$ cat config.mk
export PLATFORM = sky130hd
export DESIGN_NAME = core_event_router
export DESIGN_NICKNAME = d
export VERILOG_FILES = /design/src/rtl/cer_pkg.sv /design/src/rtl/cer_sync.sv /design/src/rtl/cer_qualifier.sv /design/src/rtl/cer_fanout.sv /design/src/rtl/core_event_router.sv
export SDC_FILE = /design/constraint.sdc
export NUM_CORES = 1
export LEC_CHECK = 0
export BUFFER_PORTS_ARGS = -buffer_cell sky130_fd_sc_hd__buf_2
export CELL_PAD_IN_SITES_DETAIL_PLACEMENT = 1
export CELL_PAD_IN_SITES_GLOBAL_PLACEMENT = 1
export CORE_ASPECT_RATIO = 1.2
export CORE_MARGIN = 5
export CORE_UTILIZATION = 40
export CTS_BUF_LIST = sky130_fd_sc_hd__clkbuf_8 sky130_fd_sc_hd__clkbuf_16
export CTS_CLUSTER_DIAMETER = 100
export DETAILED_ROUTE_END_ITERATION = 8
export PLACE_DENSITY_LB_ADDON = 0.2
export SYNTH_ARGS = -nofsm -noshare
export SYNTH_HDL_FRONTEND = slang
export SYNTH_HIERARCHICAL = 1
export SYNTH_SLANG_ARGS = --single-unit
$ cat constraint.sdc
create_clock -name clk -period 2 [get_ports clk]
set_clock_uncertainty 0.2 [all_clocks]
set_input_delay 0.1 -clock clk [delete_from_list [all_inputs] [get_ports clk]]
set_output_delay 0.1 -clock clk [all_outputs]
set_load 0.01 [all_outputs]
$ cat src/rtl/cer_pkg.sv
package cer_pkg;

   typedef enum logic [2:0] {
      QS_ARM,
      QS_IDLE,
      QS_LOW,
      QS_ABORT,
      QS_HOLD
   } qual_state_t;

   typedef enum logic [1:0] {
      ACT_NONE,
      ACT_NMI,
      ACT_LRST
   } act_t;

endpackage

$ cat src/rtl/cer_sync.sv
module cer_sync #(
   parameter int               WIDTH   = 1,
   parameter int               STAGES  = 2,
   parameter logic [WIDTH-1:0] RST_VAL = '0
) (
   input  logic             clk,
   input  logic             rst,
   input  logic [WIDTH-1:0] d,
   output logic [WIDTH-1:0] q
);

   logic [STAGES-1:0][WIDTH-1:0] chain;

   generate
      if (STAGES < 2) begin : g_bad_depth
         $error("cer_sync: STAGES must be at least 2");
      end
   endgenerate

   always_ff @(posedge clk) begin
      if (rst) begin
         chain <= {STAGES{RST_VAL}};
      end else begin
         chain <= {chain[STAGES-2:0], d};
      end
   end

   assign q = chain[STAGES-1];

endmodule

$ cat src/rtl/cer_qualifier.sv
module cer_qualifier
   import cer_pkg::*;
#(
   parameter int SEL_W      = 4,
   parameter int MIN_CYCLES = 12
) (
   input  logic             clk,
   input  logic             rst,
   input  logic             stb_n,
   input  logic             lrst_n,
   input  logic             nmi_n,
   input  logic [SEL_W-1:0] sel,
   output logic             commit,
   output act_t             commit_act,
   output logic [SEL_W-1:0] commit_sel,
   output logic             viol
);

   localparam int BW    = SEL_W + 2;
   localparam int CNT_W = $clog2(MIN_CYCLES + 1);
   localparam logic [CNT_W-1:0] CNT_MIN  = CNT_W'(MIN_CYCLES);
   localparam logic [CNT_W-1:0] CNT_LAST = CNT_W'(MIN_CYCLES - 1);

   qual_state_t      state, state_nxt;
   logic [BW-1:0]    bundle, bundle_q;
   logic             stb_q;
   logic [CNT_W-1:0] stab_cnt, low_cnt, hold_cnt;
   logic             changed, fall, setup_ok;

   assign bundle   = {sel, lrst_n, nmi_n};
   assign changed  = (bundle != bundle_q);
   assign fall     = stb_q & ~stb_n;
   assign setup_ok = !changed && (stab_cnt >= CNT_MIN);

   // Input history and counters
   always_ff @(posedge clk) begin
      if (rst) begin
         bundle_q <= {{SEL_W{1'b0}}, 2'b11};
         stb_q    <= 1'b0;
         stab_cnt <= '0;
      end else begin
         bundle_q <= bundle;
         stb_q    <= stb_n;
         if (changed) begin
            stab_cnt <= '0;
         end else if (stab_cnt < CNT_MIN) begin
            stab_cnt <= stab_cnt + 1'b1;
         end
      end
   end

   always_ff @(posedge clk) begin
      if (rst) begin
         low_cnt <= '0;
      end else if (state == QS_IDLE && fall) begin
         low_cnt <= CNT_W'(1);
      end else if (state == QS_LOW && !stb_n && low_cnt < CNT_MIN) begin
         low_cnt <= low_cnt + 1'b1;
      end
   end

   always_ff @(posedge clk) begin
      if (rst || state != QS_HOLD) begin
         hold_cnt <= '0;
      end else begin
         hold_cnt <= hold_cnt + 1'b1;
      end
   end

   // Request state machine
   always_comb begin
      state_nxt = state;
      commit    = 1'b0;
      viol      = 1'b0;
      unique case (state)
         QS_ARM: begin
            if (stb_n) state_nxt = QS_IDLE;
         end
         QS_IDLE: begin
            if (fall) begin
               if (setup_ok) begin
                  state_nxt = QS_LOW;
               end else begin
                  viol      = 1'b1;
                  state_nxt = QS_ABORT;
               end
            end
         end
         QS_LOW: begin
            if (changed) begin
               viol      = 1'b1;
               state_nxt = stb_n ? QS_IDLE : QS_ABORT;
            end else if (stb_n) begin
               if (low_cnt >= CNT_MIN) begin
                  commit    = 1'b1;
                  state_nxt = QS_HOLD;
               end else begin
                  viol      = 1'b1;
                  state_nxt = QS_IDLE;
               end
            end
         end
         QS_ABORT: begin
            if (stb_n) state_nxt = QS_IDLE;
         end
         QS_HOLD: begin
            if (changed || !stb_n) begin
               viol      = 1'b1;
               state_nxt = stb_n ? QS_IDLE : QS_ABORT;
            end else if (hold_cnt == CNT_LAST) begin
               state_nxt = QS_IDLE;
            end
         end
         default: state_nxt = QS_ARM;
      endcase
   end

   always_ff @(posedge clk) begin
      if (rst) state <= QS_ARM;
      else     state <= state_nxt;
   end

   always_comb begin
      if (!lrst_n)     commit_act = ACT_LRST;
      else if (!nmi_n) commit_act = ACT_NMI;
      else             commit_act = ACT_NONE;
   end

   assign commit_sel = sel;

   AST_COMMIT_NEEDS_LOW: assert property (@(posedge clk) disable iff (rst)
      commit |-> !stb_q) else $error("commit without low strobe");

   AST_HOLD_BOUNDED: assert property (@(posedge clk) disable iff (rst)
      (state == QS_HOLD) |-> (hold_cnt < CNT_MIN)) else $error("hold overrun");

endmodule

$ cat src/rtl/cer_fanout.sv
module cer_fanout
   import cer_pkg::*;
#(
   parameter int NUM_CORES = 8,
   parameter int SEL_W     = 4
) (
   input  logic                 clk,
   input  logic                 rst,
   input  logic                 commit,
   input  act_t                 act,
   input  logic [SEL_W-1:0]     sel,
   output logic [NUM_CORES-1:0] nmi_pulse,
   output logic [NUM_CORES-1:0] lrst_pulse
);

   localparam int IDX_W = SEL_W - 1;

   logic [NUM_CORES-1:0] target;
   logic                 bcast;
   logic [IDX_W-1:0]     idx;

   assign bcast = sel[SEL_W-1];
   assign idx   = sel[IDX_W-1:0];

   generate
      for (genvar c = 0; c < NUM_CORES; c++) begin : g_core
         assign target[c] = bcast || (idx == IDX_W'(c));
      end
   endgenerate

   always_ff @(posedge clk) begin
      if (rst) begin
         nmi_pulse  <= '0;
         lrst_pulse <= '0;
      end else begin
         nmi_pulse  <= (commit && act == ACT_NMI)  ? target : '0;
         lrst_pulse <= (commit && act == ACT_LRST) ? target : '0;
      end
   end

   AST_NMI_SINGLE: assert property (@(posedge clk) disable iff (rst)
      (nmi_pulse != '0) |=> (nmi_pulse == '0)) else $error("nmi pulse too long");

   AST_LRST_SINGLE: assert property (@(posedge clk) disable iff (rst)
      (lrst_pulse != '0) |=> (lrst_pulse == '0)) else $error("lrst pulse too long");

   AST_ONE_KIND: assert property (@(posedge clk) disable iff (rst)
      !((nmi_pulse != '0) && (lrst_pulse != '0))) else $error("both kinds");

   AST_SHAPE: assert property (@(posedge clk) disable iff (rst)
      ($onehot0(nmi_pulse) || (&nmi_pulse)) && ($onehot0(lrst_pulse) || (&lrst_pulse)))
      else $error("bad pulse shape");

endmodule

$ cat src/rtl/core_event_router.sv
module core_event_router
   import cer_pkg::*;
#(
   parameter int  NUM_CORES   = 8,
   parameter int  MIN_CYCLES  = 12,
   parameter int  SYNC_STAGES = 2,
   localparam int SEL_W       = $clog2(NUM_CORES) + 1
) (
   input  logic                 clk,
   input  logic                 rst,
   input  logic [SEL_W-1:0]     sel_pad,
   input  logic                 lrst_n_pad,
   input  logic                 nmi_n_pad,
   input  logic                 stb_n_pad,
   input  logic                 err_clr,
   output logic [NUM_CORES-1:0] nmi_pulse,
   output logic [NUM_CORES-1:0] lrst_pulse,
   output logic                 err_flag
);

   generate
      if (NUM_CORES < 2 || (NUM_CORES & (NUM_CORES - 1)) != 0) begin : g_bad_cores
         $error("core_event_router: NUM_CORES must be a power of two >= 2");
      end
      if (MIN_CYCLES < 2) begin : g_bad_min
         $error("core_event_router: MIN_CYCLES must be at least 2");
      end
   endgenerate

   logic [SEL_W-1:0] s_sel;
   logic             s_lrst_n, s_nmi_n, s_stb_n;
   logic             commit, viol;
   act_t             commit_act;
   logic [SEL_W-1:0] commit_sel;

   cer_sync #(.WIDTH(SEL_W), .STAGES(SYNC_STAGES), .RST_VAL('0)) u_sync_sel (
      .clk(clk), .rst(rst), .d(sel_pad), .q(s_sel));
   cer_sync #(.WIDTH(1), .STAGES(SYNC_STAGES), .RST_VAL(1'b1)) u_sync_lrst (
      .clk(clk), .rst(rst), .d(lrst_n_pad), .q(s_lrst_n));
   cer_sync #(.WIDTH(1), .STAGES(SYNC_STAGES), .RST_VAL(1'b1)) u_sync_nmi (
      .clk(clk), .rst(rst), .d(nmi_n_pad), .q(s_nmi_n));
   // Strobe chain resets to "low" so a strobe held low through reset is never seen falling.
   cer_sync #(.WIDTH(1), .STAGES(SYNC_STAGES), .RST_VAL(1'b0)) u_sync_stb (
      .clk(clk), .rst(rst), .d(stb_n_pad), .q(s_stb_n));

   cer_qualifier #(.SEL_W(SEL_W), .MIN_CYCLES(MIN_CYCLES)) u_qual (
      .clk(clk), .rst(rst), .stb_n(s_stb_n), .lrst_n(s_lrst_n), .nmi_n(s_nmi_n),
      .sel(s_sel), .commit(commit), .commit_act(commit_act),
      .commit_sel(commit_sel), .viol(viol));

   cer_fanout #(.NUM_CORES(NUM_CORES), .SEL_W(SEL_W)) u_fanout (
      .clk(clk), .rst(rst), .commit(commit), .act(commit_act), .sel(commit_sel),
      .nmi_pulse(nmi_pulse), .lrst_pulse(lrst_pulse));

   always_ff @(posedge clk) begin
      if (rst)          err_flag <= 1'b0;
      else if (viol)    err_flag <= 1'b1;
      else if (err_clr) err_flag <= 1'b0;
   end

   AST_ERR_STICKY: assert property (@(posedge clk) disable iff (rst)
      (err_flag && !err_clr) |=> err_flag) else $error("error flag dropped");

   AST_RESET_QUIET: assert property (@(posedge clk)
      rst |=> (nmi_pulse == '0 && lrst_pulse == '0 && !err_flag)) else $error("reset leak");

endmodule

Word-level counts from Yosys, hierarchy flattened
Cells that the tools add are included.
W data, S select, Z words.
{"block": "word_totals", "reg_bits": 53, "elab_cells": 104}
{"block": "op_classes", "addsub": 3, "order_cmp": 4, "eq_ne": 20, "n_mux": 27, "bitwise_logic": 4, "n_reduce_logical": 28}
{"op": "$mux W3", "n": 7}
{"op": "$mux W1", "n": 16}
{"op": "$eq A3 B3 Y1 const B", "n": 5}
{"op": "$add A4 B1 Y4 const B", "n": 3}
{"op": "$eq A3 B2 Y1 const B", "n": 4}
{"op": "$pmux W3 S4", "n": 1}
{"op": "$logic_or A1 B1 Y1", "n": 10}
{"op": "$reduce_or A2 Y1", "n": 5}
{"op": "$ge A4 B4 Y1 const B", "n": 2}
{"op": "$lt A4 B4 Y1 const B", "n": 2}
{"op": "$eq A3 B1 Y1 const B", "n": 2}
{"op": "$logic_and A1 B1 Y1", "n": 6}
{"op": "$logic_not A3 Y1", "n": 2}
{"op": "$ne A6 B6 Y1", "n": 1}
{"op": "$eq A4 B4 Y1 const B", "n": 1}
{"op": "$mux W2", "n": 2}
{"op": "$ne A2 B1 Y1 const B", "n": 2}
{"op": "$reduce_and A4 Y1", "n": 1}
{"op": "$reduce_bool A2 Y1", "n": 2}
{"op": "$ne A3 B1 Y1 const B", "n": 1}
{"op": "$ne A3 B2 Y1 const B", "n": 1}
{"op": "$ne A3 B3 Y1 const B", "n": 1}
{"op": "$not A1 Y1", "n": 3}
{"op": "$pmux W1 S3", "n": 1}
{"op": "other kinds (4)", "n": 5}

Logic depth before layout (Yosys ltp)
{"block": "logic_depth", "ltp_word": 8, "depth_mapped": 8, "ltp_nobuf": 7}

Modules after synthesis
The synthesis kept the hierarchy.
{"mod": "cer_qualifier", "instances": 1, "cells_per_inst": 127, "area_each_um2": 1124.8, "seq_area_each_um2": 440.4}
{"mod": "cer_fanout", "instances": 1, "cells_per_inst": 46, "area_each_um2": 496.7, "seq_area_each_um2": 320.3}
{"mod": "cer_sync at u_sync_sel", "instances": 1, "cells_per_inst": 20, "area_each_um2": 240.2, "seq_area_each_um2": 160.2}
{"mod": "cer_sync at u_sync_lrst ...", "instances": 3, "cells_per_inst": 4, "area_each_um2": 52.6, "seq_area_each_um2": 40.0}
{"mod": "core_event_router", "instances": 1, "cells_per_inst": 4, "area_each_um2": 38.8, "seq_area_each_um2": 20.0}

Worst setup path after synthesis
No wires, ideal clock.
{"block": "synth_path", "path_type": "reg-to-reg", "from": "register u_sync_sel.chain (netlist bit u_sync_sel/q[3])", "to": "register u_fanout.nmi_pulse[0]", "t_arrival_ns": 1.541, "required_time_ns": 1.730, "slack_ns": 0.189, "path_stages_with_launch": 8, "n_path_buf": 2, "synth_period_minus_slack_ns": 1.811, "path_cell_list": "dfxtp_1 buf_4 xor2_1 nor4_4 and3_2 nand4bb_1 clkbuf_1 a21oi_1"}
{"block": "synth_between", "elab_chain_cells": 6}
{"element": "start, declared", "line": "cer_sync.sv:12", "rtl": "logic [STAGES-1:0][WIDTH-1:0] chain;"}
{"element": "start signal, assigned", "line": "cer_sync.sv:22", "rtl": "chain <= {STAGES{RST_VAL}};"}
{"element": "start signal, assigned", "line": "cer_sync.sv:24", "rtl": "chain <= {chain[STAGES-2:0], d};"}
{"element": "$ne A6 B6 Y1", "line": "cer_qualifier.sv:31", "rtl": "assign changed = (bundle != bundle_q);"}
{"element": "$mux W1", "line": "cer_qualifier.sv:90", "rtl": "if (changed) begin"}
{"element": "$mux W1", "line": "cer_qualifier.sv:75", "rtl": "unique case (state)"}
{"element": "via commit", "line": "core_event_router.sv:32", "rtl": "logic commit, viol;"}
{"element": "$logic_and A1 B1 Y1", "line": "cer_fanout.sv:36", "rtl": "nmi_pulse <= (commit && act == ACT_NMI) ? target : '0;"}
{"element": "$not A1 Y1 (no line)"}
{"element": "$reduce_or A2 Y1 (no line)"}
{"element": "end signal, assigned", "line": "cer_fanout.sv:36"}
{"element": "end, declared", "line": "cer_fanout.sv:12", "rtl": "output logic [NUM_CORES-1:0] nmi_pulse,"}
The timed path passes the listed nets, and every way through them passes these cells.
A chain may end at the register's enable or synchronous reset.

Final worst setup path
{"block": "layout_path", "from": "register u_sync_sel.chain (netlist bit u_sync_sel/q[3])", "to": "register u_qual.state[0]"}
{"block": "layout_between", "elab_chain_cells": 6}
{"element": "$ne A6 B6 Y1 *", "line": "cer_qualifier.sv:31"}
{"element": "$logic_not A1 Y1", "line": "cer_qualifier.sv:33", "rtl": "assign setup_ok = !changed && (stab_cnt >= CNT_MIN);"}
{"element": "$logic_and A1 B1 Y1", "line": "cer_qualifier.sv:33"}
{"element": "$mux W1", "line": "cer_qualifier.sv:81", "rtl": "if (setup_ok) begin"}
{"element": "$mux W3", "line": "cer_qualifier.sv:80", "rtl": "if (fall) begin"}
{"element": "$pmux W3 S4", "line": "cer_qualifier.sv:75"}
{"element": "end signal, assigned", "line": "cer_qualifier.sv:120", "rtl": "else state <= state_nxt;"}
{"element": "end, declared", "line": "cer_qualifier.sv:24", "rtl": "qual_state_t state, state_nxt;"}
Mark *: on every way between the ends. The rest lies on a longest branch, timed or not. The select of a mux whose other input is x is not followed.

==> metrics.cfg <==
[outcome]
status = finished, final reports clean

[floorplan]
die-width_um = 75.5
initial_utilization_pct = 41.4
io_pins = 27
rows = 28
core_mm2 = 0.00497
die-height_um = 88.6
die-area_mm2 = 0.00669

[synthesis]
ys_ff_latch = 53
synth.distinct_cells = 44
yosysMostFrequentCell = dfxtp_1
synth_top_flop_cell = dfxtp_1
synth_warnings = 6
async_reset_ff_share_pct = 0
synth_area_leader_cell = dfxtp_1
syn_area_mm2 = 0.00206
synth_area_leaders = dfxtp_1, nor2b_1, a21oi_1, nor2_1, xor2_1
synth_top_area_share_pct = 51.6
seq_area_frac_synth_pct = 51.6
synth_nets = 222
synthTopCellsByCount = dfxtp_1, a21oi_1, nor2_1, nor2b_1, buf_4
synth_edf_count = 0
synthCells = 209
avgSynthCellArea_um2 = 9.85

[sta]
final_hold_viol_count = 0
drv_slew = 0
worst_pin_slew_ns = 0.435
layout_worst_path_cycle_share_pct = 93.3
post-route-min-period_ns = 1.87
tns_ns = 0
relSlewSlack_pct = 71.0
setup_viol = 0
rsz0062_at_grt = no
fmax_mhz = 536

[worst_setup_path]
path_max_fanout = 5
worstSetupPathType = reg -> reg
arrival_ns = 1.87
end_kind = flop
cp-start-kind = flop
crit_required_ns = 2.01

[clocking]
clk_path_buf_depth = 2
insertion_delay_ns = 0.30
path_clk_slew_ns = 0.10
cts_buffers = 5
cts_tree = done
htreeDepth = 2
cts_sinks = 53
cts_setup_buffers = 0
clockRootBuffer = clkbuf_8

[pwr]
internal_power_mw = 1.52
switchingPower_mw = 0.433
p_leak_nw = 1.04
swShare_pct = 22.2
combinationalPowerShare_pct = 7.0
vdd_drop_max_mv = 0.566
power_density_mw_per_mm2 = 791
sequentialPowerShare_pct = 56.0
pwr-share-clk_pct = 37.1

[global_route]
grt_pass1_vias = 1551
use_met2_pct = 23.1
antenna_found_initial = 0
grt_util_all_layers_pct = 13.4
grt_pass1_wl_um = 6890
grt_max_degree = 22
met1_usage_pct = 16.2
grt_overflow = 0
grt_most_used_layer = met2
met3_usage_pct = 2.39

[detailed_routing]
wl_um = 4030
dr.pass1.iters = 4
drtIter0Drc = 45
via_count = 1535
post_drt_via_cell_ratio = 4.98
routedWlPerCell_um = 13.1
detail-route-antenna-nets = 0
drcViolationCount = 0

[hold_path]
min_path_type = reg -> reg

[final_layout]
layout.nets = 260
post-route-util_pct = 49.6
area_growth_pct = 19.9
drive_gt1_share_pct = 21.8
num_antenna_cells = 0

[place]
post-dp-hpwl_um = 2930
gp_congestion = 0.834
io_buffers = 26

[flow_run]
drv_cap = 0

[metal layers]
layer  up-vias  routed length (µm)
met5         -                   0
li1        785                   -
met4         0                  46
met1       717                1840
met2        29                1970
met3         4                 173
[power groups by stage]
stage | Sequential, mW | Clock (mW) | Combinational, mW
floorplan | 1.11 | 0 | 0.0927
global placement | 1.12 | 0 | 0.120
detailed placement | 1.12 | 0 | 0.123
CTS | 1.09 | 0.744 | 0.137
global route | 1.10 | 0.789 | 0.152
finish | 1.09 | 0.723 | 0.136
[state kept, by name, indices dropped and copies added (netlist names)]
| signal | flops |
|---|---|
| u_sync_lrst/q | 1 |
| u_qual/low_cnt | 4 |
| u_fanout/lrst_pulse | 8 |
| err_flag | 1 |
| u_sync_sel/q | 4 |
| u_sync_stb/q | 1 |
| u_sync_lrst/chain | 1 |
| u_qual/hold_cnt | 4 |
| u_qual/stab_cnt | 4 |
| u_fanout/nmi_pulse | 8 |
| u_sync_stb/chain | 1 |
| u_sync_sel/chain | 4 |
| u_qual/stb_q | 1 |
| u_sync_nmi/chain | 1 |
| u_qual/bundle_q | 6 |
| u_qual/state | 3 |
| u_sync_nmi/q | 1 |
[kinds of logic after synthesis]
logic type | Yosys count | synth area share (%)
AOI/OAI and AO/OA | 34 | 10.0
xor gates and xnor gates | 12 | 5.11
adders and majority gates | 3 | 1.82
buffers and inverters | 21 | 5.47
DFF | 53 | 51.6
muxes | 3 | 1.46
and+or+nand+nor | 83 | 24.6
[timing repair]
| item | in CTS | in global routing |
|---|---|---|
| hold buffers | 9 | 0 |
| hold endpoints to repair | 10 | 0 |
| endpoints found under the setup margin | 0 | 5 |
| resized for setup | 0 | 1 |
[worst paths after layout]
check | slack (ns) | depth (start not counted) | to | from
hold reg to reg | 0.22 | 1 | u_sync_nmi/q$_SDFF_PP1_ | u_sync_nmi/chain[0]$_SDFF_PP1_
hold / removal | 0.22 | 1 | u_sync_nmi/q$_SDFF_PP1_ | u_sync_nmi/chain[0]$_SDFF_PP1_
setup reg to reg | 0.13 | 6 | u_qual/state[0]$_SDFFE_PP0P_ | u_sync_sel/q[3]$_SDFF_PP0_
setup / recovery | 0.13 | 6 | u_qual/state[0]$_SDFFE_PP0P_ | u_sync_sel/q[3]$_SDFF_PP0_
[worst max-delay path, stage by stage, from the launching register on]
cell,delay (ns)
dfxtp_1,0.36
xor2_1,0.17
nor4_4,0.32
buf_4,0.19
nand4_1,0.09
a31o_1,0.23
a41o_1,0.21
[cells in the final DEF (no fill, tap or decap), drive strengths merged, types with 2 or more instances in the layout]
cell and n:
nand4bb 2, or2 6, mux2i 3, and3 2
or3b 3, nor4 2, dfxtp 53, nor2 18
nand2 6, nand3 4, a21oi 20, a41o 2
nand3b 6, clkbuf 5, dlygate4sd3 9, nand2b 3
nor2b 16, inv 6, xor2 7, a31oi 2
or3 2, buf 38, nor3 7, ha 3
xnor2 5, o21ai 3
[cell type report]
cell class | instances | area, µm²
Tap cell | 60 | 75.1
Clock inverter | 3 | 43.8
Multi-Input combinational cell | 135 | 890
Fill cell | 591 | 2510
Clock buffer | 5 | 68.8
Sequential cell | 53 | 1060
Timing Repair Buffer | 47 | 310
Inverter | 5 | 18.8
[per-stage QoR]
stage	cells	instance area [µm²]	power, mW	hold slack [ns]	setup slack, ns
floorplan	209	2060	1.20	-0.0376	0.189
global route	308	2470	2.04	0.241	0.0107
detailed placement	291	2260	1.24	0.0846	0.140
global placement	291	2260	1.24	0.0777	0.179
CTS	308	2460	1.97	0.219	0.127
finish	308	2470	1.95	0.218	0.134
Power figures use the tool's default switching activity.
